<file path="config.mk">
export PLATFORM = sky130hd
export DESIGN_NAME = blink_sequencer
export DESIGN_NICKNAME = d
export VERILOG_FILES = /design/src/rtl/blink_sequencer.sv
export SDC_FILE = /design/constraint.sdc
export NUM_CORES = 1
export LEC_CHECK = 0
export ABC_AREA = 1
export BUFFER_PORTS_ARGS = -buffer_cell sky130_fd_sc_hd__buf_2
export CAP_MARGIN = 20
export CELL_PAD_IN_SITES_DETAIL_PLACEMENT = 0
export CELL_PAD_IN_SITES_GLOBAL_PLACEMENT = 2
export CORE_MARGIN = 2
export CORE_UTILIZATION = 39
export DETAILED_ROUTE_END_ITERATION = 8
export GPL_TIMING_DRIVEN = 0
export PLACE_DENSITY = 0.9
export SLEW_MARGIN = 20
export SYNTH_ARGS = -nofsm -noshare
export SYNTH_HDL_FRONTEND = slang
export SYNTH_SLANG_ARGS = --single-unit
</file>
<file path="constraint.sdc">
create_clock -name clk -period 76.2 [get_ports clk]
set_input_delay 11.43 -clock clk [delete_from_list [all_inputs] [get_ports clk]]
set_output_delay 11.43 -clock clk [all_outputs]
set_load 0.02 [all_outputs]
</file>
<file path="src/rtl/blink_sequencer.sv">
module blink_sequencer #(
  parameter int TW = 14,
  parameter int LW = 4
) (
  input  logic          clk,
  input  logic          rst_n,
  input  logic          tick,
  input  logic [3:0]    rise_code,
  input  logic [3:0]    hold_code,
  input  logic [3:0]    fall_code,
  input  logic [3:0]    gap1_code,
  input  logic [3:0]    gap2_code,
  input  logic [LW-1:0] peak,
  input  logic          one_shot,
  input  logic          restart,
  input  logic [2:0]    restart_region,
  output logic [LW-1:0] level,
  output logic [2:0]    region,
  output logic          done,
  output logic          done_on
);
  localparam int PW = LW + TW;

  function automatic logic [TW-1:0] ticks_of(input logic [3:0] c);
    case (c)
      4'd0:  return TW'(0);
      4'd1:  return TW'(64);
      4'd2:  return TW'(128);
      4'd3:  return TW'(192);
      4'd4:  return TW'(256);
      4'd5:  return TW'(384);
      4'd6:  return TW'(512);
      4'd7:  return TW'(768);
      4'd8:  return TW'(1024);
      4'd9:  return TW'(1536);
      4'd10: return TW'(2048);
      4'd11: return TW'(3072);
      4'd12: return TW'(4096);
      4'd13: return TW'(5760);
      4'd14: return TW'(8128);
      default: return TW'(16320);
    endcase
  endfunction

  logic [TW-1:0] elapsed;
  logic          armed;
  logic [TW-1:0] dur_of [8];
  logic [2:0]    nxt;
  logic [TW-1:0] dur;
  logic          last;
  logic [PW-1:0] num;

  always_comb begin
    for (int r = 0; r < 8; r++) begin
      logic [2:0] rr;
      rr = 3'(r);
      case (rr[1:0])
        2'd0:    dur_of[r] = ticks_of(rise_code);
        2'd1:    dur_of[r] = ticks_of(hold_code);
        2'd2:    dur_of[r] = ticks_of(fall_code);
        default: dur_of[r] = ticks_of(rr[2] ? gap2_code : gap1_code);
      endcase
    end
  end

  always_comb begin
    logic found;
    logic [2:0] cand;
    found = 1'b0;
    nxt = region + 3'd1;
    for (int k = 1; k <= 8; k++) begin
      cand = region + 3'(k);
      if (!found && dur_of[cand] != '0) begin
        nxt = cand;
        found = 1'b1;
      end
    end
  end

  assign dur  = dur_of[region];
  assign last = ({1'b0, elapsed} + 1'b1) >= {1'b0, dur};

  always_comb begin
    num   = '0;
    level = '0;
    case (region[1:0])
      2'd1: level = peak;
      2'd3: level = '0;
      2'd0: begin
        if (elapsed >= dur) level = peak;
        else begin
          num   = PW'(peak) * PW'(elapsed);
          level = LW'(num / PW'(dur));
        end
      end
      default: begin
        if (elapsed < dur) begin
          num   = PW'(peak) * PW'(dur - elapsed);
          level = LW'(num / PW'(dur));
        end
      end
    endcase
  end

  always_ff @(posedge clk) begin
    if (!rst_n) begin
      region  <= '0;
      elapsed <= '0;
      armed   <= 1'b0;
      done    <= 1'b0;
      done_on <= 1'b0;
    end else begin
      done <= 1'b0;
      if (restart) begin
        region  <= restart_region;
        elapsed <= '0;
        armed   <= one_shot;
      end else if (tick) begin
        if (last) begin
          region  <= nxt;
          elapsed <= '0;
          if (armed) begin
            done    <= 1'b1;
            done_on <= ~region[1];
            armed   <= 1'b0;
          end
        end else begin
          elapsed <= elapsed + 1'b1;
        end
      end
    end
  end

  assert_hold_without_tick_R9: assert property (@(posedge clk) disable iff (!rst_n)
    (!tick && !restart) |=> ($stable(region) && $stable(elapsed)));

  assert_restart_target_R7: assert property (@(posedge clk) disable iff (!rst_n)
    restart |=> (region == $past(restart_region)));

  assert_done_single_R8: assert property (@(posedge clk) disable iff (!rst_n)
    done |=> !done);

  assert_done_state_R8: assert property (@(posedge clk) disable iff (!rst_n)
    done |-> (done_on == !$past(region[1])));

  assert_level_bound_R6: assert property (@(posedge clk) disable iff (!rst_n)
    level <= peak);

  assert_done_needs_tick_R8: assert property (@(posedge clk) disable iff (!rst_n)
    done |-> $past(tick && !restart));
endmodule

</file>
==> results of run 1 <==
## layout make-up
class | instances | area share [%]
Inverter | 346 | 9.51
Multi-Input combinational cell | 1659 | 79.5
Sequential cell | 20 | 2.92
Clock inverter | 1 | 0.219
Clock buffer | 3 | 0.547
Tap cell | 442 | 4.03
Buffer | 49 | 1.84
Timing Repair Buffer | 38 | 1.39
## state kept, by name (all words and copies together) (netlist names)
signal / count
region: 3
done_on: 1
done: 1
elapsed: 14
armed: 1
## per-layer routing
metal | up-vias | wire (um)
li1 | 6785 | -
met2 | 145 | 16600
met1 | 5797 | 17500
met3 | 24 | 803
met4 | 0 | 490
met5 | - | 0
## Yosys cell counts, drive strengths merged
cell type,number
dfxtp,20
xnor2,38
clkbuf,25
o21bai,22
nand3b,5
a31oi,15
a211oi,7
o221ai,3
ha,199
nand4,18
o21ai,131
nor2,128
buf,24
nand3,141
xor2,84
o2111a,1
and2,4
clkinv,7
a2111oi,2
nor4,3
or2,22
nor3b,1
o211ai,5
inv,339
a21oi,123
fa,53
nand2,583
nor3,22
o21a,8
a311o,1
a32o,1
o31ai,12
or3,3
a21o,24
## stage by stage
step                      worst slack [ps]  area [um2]  std cells
after global routing                 23530       13700       2558
after floorplan                      30850       12900       2074
after global placement               25860       13600       2554
after CTS                            26690       13700       2558
final                                26770       13700       2558
after detailed placement             26800       13600       2554
## worst register-to-register path, cell delays in order (launching register included)
cell	delay [ps]
dfxtp_1	400
inv_2	220
buf_4	230
clkbuf_1	500
o21ai_0	310
nand2_1	140
nand2_1	80
o21ai_0	790
clkinv_1	1110
nand4_1	440
nand4_1	170
a21oi_1	280
nor2_1	110
nand2_1	90
a211oi_1	50
a211oi_1	170
## path summary, 6_finish.rpt
path,startpoint,endpoint,slack [ps],cells after the start
worst max-delay path,gap2_code[1],level[0],26770,179
worst min-delay path,done_on,done_on,450,2
worst max register to register,region[0],region[0],71040,15
worst min register to register,done_on,done_on,450,2
## kinds of logic (layout without fill, tap and decap cells)
kind of cell / after synthesis / count (layout) / share of synthesized area, %
AO/OA/AOI/OAI: 355 / 355 / 16.3
adder cells (fa/ha/maj): 252 / 252 / 27.6
XOR/XNOR: 122 / 122 / 8.31
buffers and inverters: 395 / 437 / 12.1
AND/OR/NAND/NOR: 930 / 930 / 32.5
flip-flops: 20 / 20 / 3.12
==> metrics.md, run 1 <==
| Metric | Value |
|---|---|
| Largest cells by area after synthesis | ha_1, nand2_1, inv_1 |
| CTS Buf Count | 3 |
| Worst-Skew Late Latency | roughly 250 ps |
| Die Span Y | about 190 um |
| Slowest CP cell | o21ai_0 |
| Setup crit start kind | primary input |
| Layout area overhead | 6.69% |
| Most common cell after layout, fill and taps aside | nand2_1 |
| Worst slew pin tran | roughly 1100 ps |
| Die ar. | between 30,000 and 40,000 um2 |
| Outcome | finished clean |
| Syn Nets | 2,358 |
| Vias in the first global route | 12.1k |
| Fin util | between 40% and 50% |
| Wirelength, routed | approximately 35,000 um |
| GRT met1 Usage | 28.5% |
| Yosys top cell area share | about a fifth |
| Grt met3 use | 0.783% |
| Post-Syn Area per Cell | between 6 and 7 um2 |
| Hold/Removal Path Class | flip-flop to flip-flop |
| Crit path max-delay family | compound AO/OA/AOI/OAI gates |
| DR vias | ~13k |
| DR vias/cell | approximately 5 |
| Post-synthesis sequential area ratio | 3.12% |
| Initial antenna violation count | 0 |
| Final Cycle Share | 64.9% |
| Remaining DRCs | 0 |
| Fillcell total | 3,554 |
| Antenna viol nets, final | 0 |
| Clock root buffer | clkbuf_16 |
| Total clock sinks | 20 |
| Postcts setup bufs | 0 |
| Mapped cell area | ~13,000 um2 |
| Post-detail-place hpwl | ~30,000 um |
| Rows | between 60 and 70 |
| Final Max Tran Viols | 0 |
| Biggest area consumer among synthesized cells | ha_1 |
| Core area | 32,500 um2 |
| Setup TNS | 0 ps |
| Grt total ovfl | 0 |
| Hold_ws | around 450 ps |
| Number of buffers and inverters on the critical path | 35 |
| Cts repair resizes | 0 |
| Gpl congestion | 0.873 |
| Commonest non-fill, non-tap cells in the layout | nand2_1, inv_1, ha_1 |
| Met2 Use GR | between 30% and 40% |
| Port buffer count | 38 |
| Length of the first detailed-routing pass in iterations | 5 |
| Die Span X | approximately 190 um |
| Gr usage total | a little over a fifth |
| Seq cells post-synth | 20 |
| Fin crit period | approximately 49,000 ps |
| Crit path max fanout | 10 |
| DR iter-0 viols | roughly 700 |
| Worst Path Arrival | between 30,000 and 40,000 ps |
| Most Used Layer, Global Route | met2 |
| Worst Setup End Kind | output port |
| Largest net degree at the start of global routing | 28 |
| Worst path max stage delay | between 700 and 800 ps |
| I/O Pins | between 40 and 50 |
| CTS H-tree lvls | 1 |
| Average wire per standard cell | around 14 um |
| Unique cell type count in the Yosys netlist | 54 |
| Initial Util | between 30 and 40% |
| Clk slew on worst S/H paths | roughly 60 ps |
| Setup CP Type | primary input to output port |
| Hold Fails Final Rpt | 0 |
| Setup Viol. Count Final | 0 |
| Clk_skew | 2.41 ps |
| TritonCTS clock tree | done |
| Maximum clock rate | around 20 MHz |
| Area occupied by multi-input gates | approximately 11,000 um2 |
| Cell mode on critical path | nand2_1 |
| Unrepaired setup endpoints after global routing | false |
| Synth Instances | about 2.1k |
| # diodes | 0 |
| Max cap viols | 0 |
| Hold_buf cts | 0 |
| Global-route wire length before repair | between 50,000 and 60,000 um |
| Synth warnings | 0 |
| Max-slew headroom | 29.0% |
| Share of cells above drive strength 1 | under 10% |
| Reg area | 400 um2 |
| Worst Path Required | 64,770 ps |
| CTS Buffer Depth | 2 |
| Fin nets | around 2.4k |
Power of run 1 is not shown: default switching activity piles up to over one toggle a cycle in this logic, so the estimate is an artifact.
==> inputs of run 2 (changes only) <==
- ABC_AREA: 1 -> 0
- CORE_UTILIZATION: 39 -> 35
- PLACE_DENSITY: 0.9 -> 0.8
- clock period: 76.2 -> 43.3 ns (I/O delays scaled with it)
==> run 2 against run 1 <==
Net effect: die area is 17% higher; global-route usage is 0.084 points higher; worst hold slack better by 61 ps; routed wire length increased by 22%; clock skew decreased by 0.92 ps; sequential share of layout area down 0.17 points; worst setup slack got worse by 25000 ps; final cell count shrank 5.0%; first-iteration DRC count rose by 19%; count of clock-buffer cells in the layout unchanged; synthesized cell count decreased by 9.6%; sequential cell count is the same; highest routed layer unchanged.
==> metrics.md, run 2 <==
| Metric | Value |
|---|---|
| Final Max Tran Viols | 0 (unchanged) |
| Initial antenna violation count | 1 (was 0) |
| Worst slew pin tran | 1220 ps (was 1060 ps) |
| Worst Setup End Kind | output port (unchanged) |
| Setup CP Type | primary input to output port (unchanged) |
| Rows | 71 (was 66) |
| Port buffer count | 34 (was 38) |
| Hold/Removal Path Class | flip-flop to flip-flop (unchanged) |
| Unique cell type count in the Yosys netlist | 95 (was 54) |
| Reg area | 400 um2 (unchanged) |
| Async set or reset register ratio after synthesis | 0% (unchanged) |
| Die Span Y | 200 um (was 186 um) |
| Most common cell after layout, fill and taps aside | ha_1 (was nand2_1) |
| Die ar. | 40,100 um2 (was 34,400 um2) |
| Fin crit period | between 40,000 and 50,000 ps |
| Most common cell in the netlist | ha_1 (was nand2_1) |
| Worst-Skew Late Latency | 260 ps (was 250 ps) |
| Post-synthesis sequential area ratio | 2.97% (was 3.12%) |
| Gr usage total | 21.0% (was 20.9%) |
| Largest net degree at the start of global routing | 24 (was 28) |
| Clk slew on worst S/H paths | 50 ps (was 60 ps) |
| Final WS setup | 2030 ps (was 26,770 ps) |
| Max cap viols | 0 (unchanged) |
| Post-place setup slack | 1130 ps (was 26,800 ps) |
| Hold_buf cts | 0 (unchanged) |
| Length of the first detailed-routing pass in iterations | 5 (unchanged) |
| Max-slew headroom | 18.2% (was 29.0%) |
| TritonCTS clock tree | done (unchanged) |
| # diodes | 0 (unchanged) |
| Crit path max fanout | 10 (unchanged) |
| Gpl congestion | 0.862 (was 0.873) |
| Area occupied by multi-input gates | 12,400 um2 (was 10,900 um2) |
| Fin util | 38.5% (was 42.3%) |
| Fillcell total | 4,113 (was 3,554) |
| Die Span X | 200 um (was 186 um) |
| Total clock sinks | 20 (unchanged) |
| Initial Util | 35.7% (was 39.6%) |
| Seq cells post-synth | 20 (unchanged) |
| Most flop-heavy register | elapsed (unchanged) |
| Biggest area consumer among synthesized cells | ha_1 (unchanged) |
| Outcome | finished clean (unchanged) |
| Top cells by count, synth | ha_1, nand2_1, nor2_1 (was nand2_1, inv_1, ha_1) |
| Core area | 37,800 um2 (was 32,500 um2) |
| Share of cells above drive strength 1 | 7.77% (was 9.22%) |
| Clk_skew | 1.49 ps (was 2.41 ps) |
| Remaining DRCs | 0 (unchanged) |
| Setup crit start kind | primary input (unchanged) |
| Post-detail-place hpwl | 35,400 um (was 29,800 um) |
| Hold Fails Final Rpt | 0 (unchanged) |
| Worst Path Arrival | 34,780 ps (was 38,000 ps) |
| Vias in the first global route | 13.2k (was 12.1k) |
| Number of flip-flops in the largest register | 14 (unchanged) |
| EDFF count, synth | 0 (unchanged) |
| CTS Buf Count | 3 (unchanged) |
| CTS H-tree lvls | 1 (unchanged) |
| CTS Buffer Depth | 2 (unchanged) |
| Fin nets | 2,204 (was 2,401) |
| Maximum clock rate | between 20 and 25 MHz |
| Wirelength, routed | 43,100 um (was 35,400 um) |
| Post-Syn Area per Cell | 7.20 um2 (was 6.20 um2) |
| Global-route wire length before repair | 69,300 um (was 59,000 um) |
| Syn Nets | 2,159 (was 2,358) |
| Worst Path Required | 36,810 ps (was 64,770 ps) |
| Layout area overhead | 8.01% (was 6.69%) |
| Mapped cell area | 13,500 um2 (was 12,900 um2) |
| Largest cells by area after synthesis | ha_1, fa_1, nand2_1 (was ha_1, nand2_1, inv_1) |
| Fin cells | 2,429 (was 2,558) |
| Average wire per standard cell | 17.7 um (was 13.8 um) |
| Slowest CP cell | or4b_2 (was o21ai_0) |
| Commonest non-fill, non-tap cells in the layout | ha_1, nand2_1, nor2_1 (was nand2_1, inv_1, ha_1) |
| Grt total ovfl | 0 (unchanged) |
| # placed instances | 2,423 (was 2,554) |
| Top flop regs | elapsed: 14 flops, region: 3 flops (unchanged) |
| Worst path max stage delay | 750 ps (was 790 ps) |
| Yosys top cell area share | 18.4% (was 19.4%) |
| Cell mode on critical path | ha_1 (was nand2_1) |
| Post-synth top flop | dfxtp_1 (unchanged) |
| Synth Instances | 1,875 (was 2,074) |
| I/O Pins | 41 (unchanged) |
| Final Cycle Share | between 90% and 100% |
| DR vias/cell | 5.67 (was 4.98) |
| Antenna viol nets, final | 0 (unchanged) |
| Setup Viol. Count Final | 0 (unchanged) |
| Synth warnings | 0 (unchanged) |
| DR iter-0 viols | 818 (was 689) |
| DR vias | 13.8k (was 12.8k) |
| Clock root buffer | clkbuf_16 (unchanged) |
[run 2: cells by family (layout without fill, tap and decap cells)]
group / count (synthesis) / count (layout) / synth area share, %
compound gates: 526 / 526 / 27.2
xor+xnor: 90 / 90 / 5.84
fa+ha+maj: 252 / 252 / 26.3
buf+inv: 202 / 245 / 6.02
flops: 20 / 20 / 2.97
mux: 53 / 53 / 4.50
simple gates: 732 / 732 / 27.2
[run 2: final cells by class]
class / count / share of cell area [%]
Timing Repair Buffer: 40 / 1.89
Multi-Input combinational cell: 1653 / 84.9
Inverter: 132 / 3.40
Clock buffer: 3 / 0.515
Buffer: 70 / 2.18
Tap cell: 511 / 4.39
Sequential cell: 20 / 2.75
[run 2: stage by stage]
step	instance area [um2]	TNS [ps]	hold WS, ps
finish	14600	0	510
global route	14600	-96.6	543
CTS	14500	0	516
detailed placement	14400	0	498
global placement	14300	-1830	478
floorplan	13500	0	456
[run 2: worst paths after layout]
| path | slack (ps) | start | to | depth (start not counted) |
|---|---|---|---|---|
| worst max-delay path | 2030 | gap2_code[3] | level[0] | 127 |
| worst min-delay path | 510 | done_on | done_on | 1 |
| worst max register to register | 37790 | region[0] | region[0] | 20 |
| worst min register to register | 510 | done_on | done_on | 1 |
[run 2: timing repair]
| action | in CTS | in global routing |
|---|---|---|
| endpoints found under the setup margin | 0 | 1 |
| setup buffers | 0 | 3 |
| resized for setup | 0 | 11 |
[run 2: worst max-delay path, delay by kind of cell]
kind,cells,cell delay (ps)
xor gates and xnor gates,1,190
muxes,5,1670
adders and majority gates,16,5030
and+or+nand+nor,34,6600
buffers and inverters,12,2050
AOI/OAI and AO/OA,59,12660
[run 2: per-layer routing]
| layer | global-route usage [%] | vias to the layer above | part of all wire, % |
|---|---|---|---|
| li1 | - | 6955 | - |
| met2 | 36.4 | 264 | 46 |
| met4 | 3.97 | 0 | 1.9 |
| met5 | 0 | - | 0 |
| met3 | 1.85 | 41 | 4.2 |
| met1 | 28.4 | 6504 | 48 |
Power of run 2 is left out for the same reason.
==> inputs of run 3 (changes only) <==
- CORE_ASPECT_RATIO: default -> 1.75
==> run 3 against run 2 <==
Net effect: final cell count fell by 0.95%; sequential cell count unchanged; design area about the same; via count grew 1.1%; global-route usage is 0.79 points higher; critical path type unchanged; largest cell class unchanged.
==> metrics.md, run 3 (same netlist as run 2, synthesis figures left out) <==
| Metric | Value |
|---|---|
| Reg2reg end | region[0] (unchanged) |
| Clk_skew | 1.43 ps (was 1.49 ps) |
| Layout area overhead | 7.95% (was 8.01%) |
| Clock root buffer | clkbuf_16 (unchanged) |
| Max cap viols | 0 (unchanged) |
| Largest net degree at the start of global routing | 25 (was 24) |
| Worst-Skew Late Latency | 260 ps (about the same) |
| Rows | 95 (was 71) |
| CTS H-tree lvls | 1 (unchanged) |
| CTS Buf Count | 3 (unchanged) |
| Maximum clock rate | 24.4 MHz (was 24.2 MHz) |
| Final Max Tran Viols | 0 (unchanged) |
| Fin crit period | 41,060 ps (was 41,270 ps) |
| CTS Buffer Depth | 2 (unchanged) |
| TritonCTS clock tree | done (unchanged) |
| Gr usage total | 21.8% (was 21.0%) |
| Remaining DRCs | 0 (unchanged) |
| Worst R2R Start | region[0] (unchanged) |
| Clk slew on worst S/H paths | 50 ps (about the same) |
| Length of the first detailed-routing pass in iterations | 6 (was 5) |
| Fin nets | 2,207 (was 2,204) |
| Grt total ovfl | 0 (unchanged) |
| Number of flip-flops in the largest register | 14 (unchanged) |
| Setup CP Type | primary input to output port (unchanged) |
| Worst Path Required | 36,810 ps (about the same) |
| DR vias/cell | 5.78 (was 5.67) |
| Gpl congestion | 0.888 (was 0.862) |
| Initial antenna violation count | 0 (was 1) |
| Hold/Removal Path Class | flip-flop to flip-flop (unchanged) |
| Die Span Y | 264 um (was 200 um) |
| CP startpoint | hold_code[3] (was gap2_code[3]) |
| Crit path max fanout | 10 (unchanged) |
| Post-detail-place hpwl | 37,700 um (was 35,400 um) |
| # diodes | 0 (unchanged) |
| Die ar. | 40,200 um2 (was 40,100 um2) |
| Hold_buf cts | 0 (unchanged) |
| DR iter-0 viols | 637 (was 818) |
| Worst slew pin tran | 914 ps (was 1220 ps) |
| Vias in the first global route | 13.9k (was 13.2k) |
| Die Span X | 152 um (was 200 um) |
| Fillcell total | 4,151 (was 4,113) |
| Port buffer count | 34 (unchanged) |
| # placed instances | 2,397 (was 2,423) |
| Wirelength, routed | 45,100 um (was 43,100 um) |
| I/O Pins | 41 (unchanged) |
| Outcome | finished clean (unchanged) |
| Final Cycle Share | 94.8% (was 95.3%) |
| Top flop regs | elapsed: 14 flops, region: 3 flops (unchanged) |
| R2R setup slack | 38,180 ps (was 37,790 ps) |
| Setup Viol. Count Final | 0 (unchanged) |
| Worst Path Arrival | 34,560 ps (was 34,780 ps) |
| Cell mode on critical path | ha_1 (unchanged) |
| Initial Util | 35.3% (was 35.7%) |
| Fin cells | 2,406 (was 2,429) |
| Total clock sinks | 20 (unchanged) |
| Worst-case reg-to-reg path depth | 20 (unchanged) |
| Max-slew headroom | 38.5% (was 18.2%) |
| Slowest CP cell | or4b_2 (unchanged) |
| Setup crit start kind | primary input (unchanged) |
| Worst path max stage delay | 750 ps (about the same) |
| Average wire per standard cell | 18.8 um (was 17.7 um) |
| Core area | 38,300 um2 (was 37,800 um2) |
| Hold Fails Final Rpt | 0 (unchanged) |
| Global-route wire length before repair | 71,700 um (was 69,300 um) |
| Worst Setup End Kind | output port (unchanged) |
| Share of cells above drive strength 1 | 8.28% (was 7.77%) |
| Most common cell after layout, fill and taps aside | ha_1 (unchanged) |
| Commonest non-fill, non-tap cells in the layout | ha_1, nand2_1, nor2_1 (unchanged) |
| Worst setup path end | level[0] (unchanged) |
| Antenna viol nets, final | 0 (unchanged) |
| Most flop-heavy register | elapsed (unchanged) |
| DR vias | 13.9k (was 13.8k) |
[run 3: critical path, delay by kind of cell]
kind | cells | cell delay [ps]
xor gates and xnor gates | 1 | 180
and+or+nand+nor | 34 | 6690
buffers and inverters | 11 | 1930
adders and majority gates | 16 | 5060
AOI/OAI and AO/OA | 59 | 12600
muxes | 4 | 1490
[run 3: worst min-delay path by stage]
stage	startpoint	end	slack (ps)	depth (start not counted)
after floorplan	armed	done	460	2
after global placement	done_on	done_on	480	1
after detailed placement	done_on	done_on	500	1
after CTS	done_on	done_on	510	1
after global routing	done_on	done_on	530	1
final	done_on	done_on	500	1
[run 3: final cells by class]
cell class	instances	area (um2)	area share (%)
Timing Repair Buffer	44	285	1.96
Tap cell	485	607	4.16
Multi-Input combinational cell	1653	12400	85.0
Buffer	69	317	2.17
Sequential cell	20	400	2.75
Inverter	132	495	3.40
Clock buffer	3	75.1	0.515
[run 3: routing by layer]
metal	part of all wire [%]	vias to the layer above	GRT usage (%)
li1	-	6967	-
met1	38	6649	22.9
met2	55	219	44.9
met3	2.2	78	0.623
met4	4.1	0	8.18
met5	0	-	0
[run 3: through the flow]
| step | hold slack [ps] | setup TNS (ps) | cell area [um2] | setup WS, ps | utilization (%) |
|---|---|---|---|---|---|
| after global placement | 480 | -2510 | 14300 | -2280 | 37.3 |
| after CTS | 511 | 0 | 14500 | 326 | 37.8 |
| after floorplan | 456 | 0 | 13500 | 5080 | - |
| after global routing | 526 | -5.72 | 14600 | -5.72 | 38.1 |
| final | 503 | 0 | 14600 | 2240 | 38.1 |
| after detailed placement | 498 | 0 | 14400 | 395 | 37.6 |
[run 3: timing repair]
action                                  in CTS  in global routing
buffers inserted                             0                  6
resized for setup                            0                 18
endpoints found under the setup margin       0                  1
Power of run 3 is left out for the same reason.
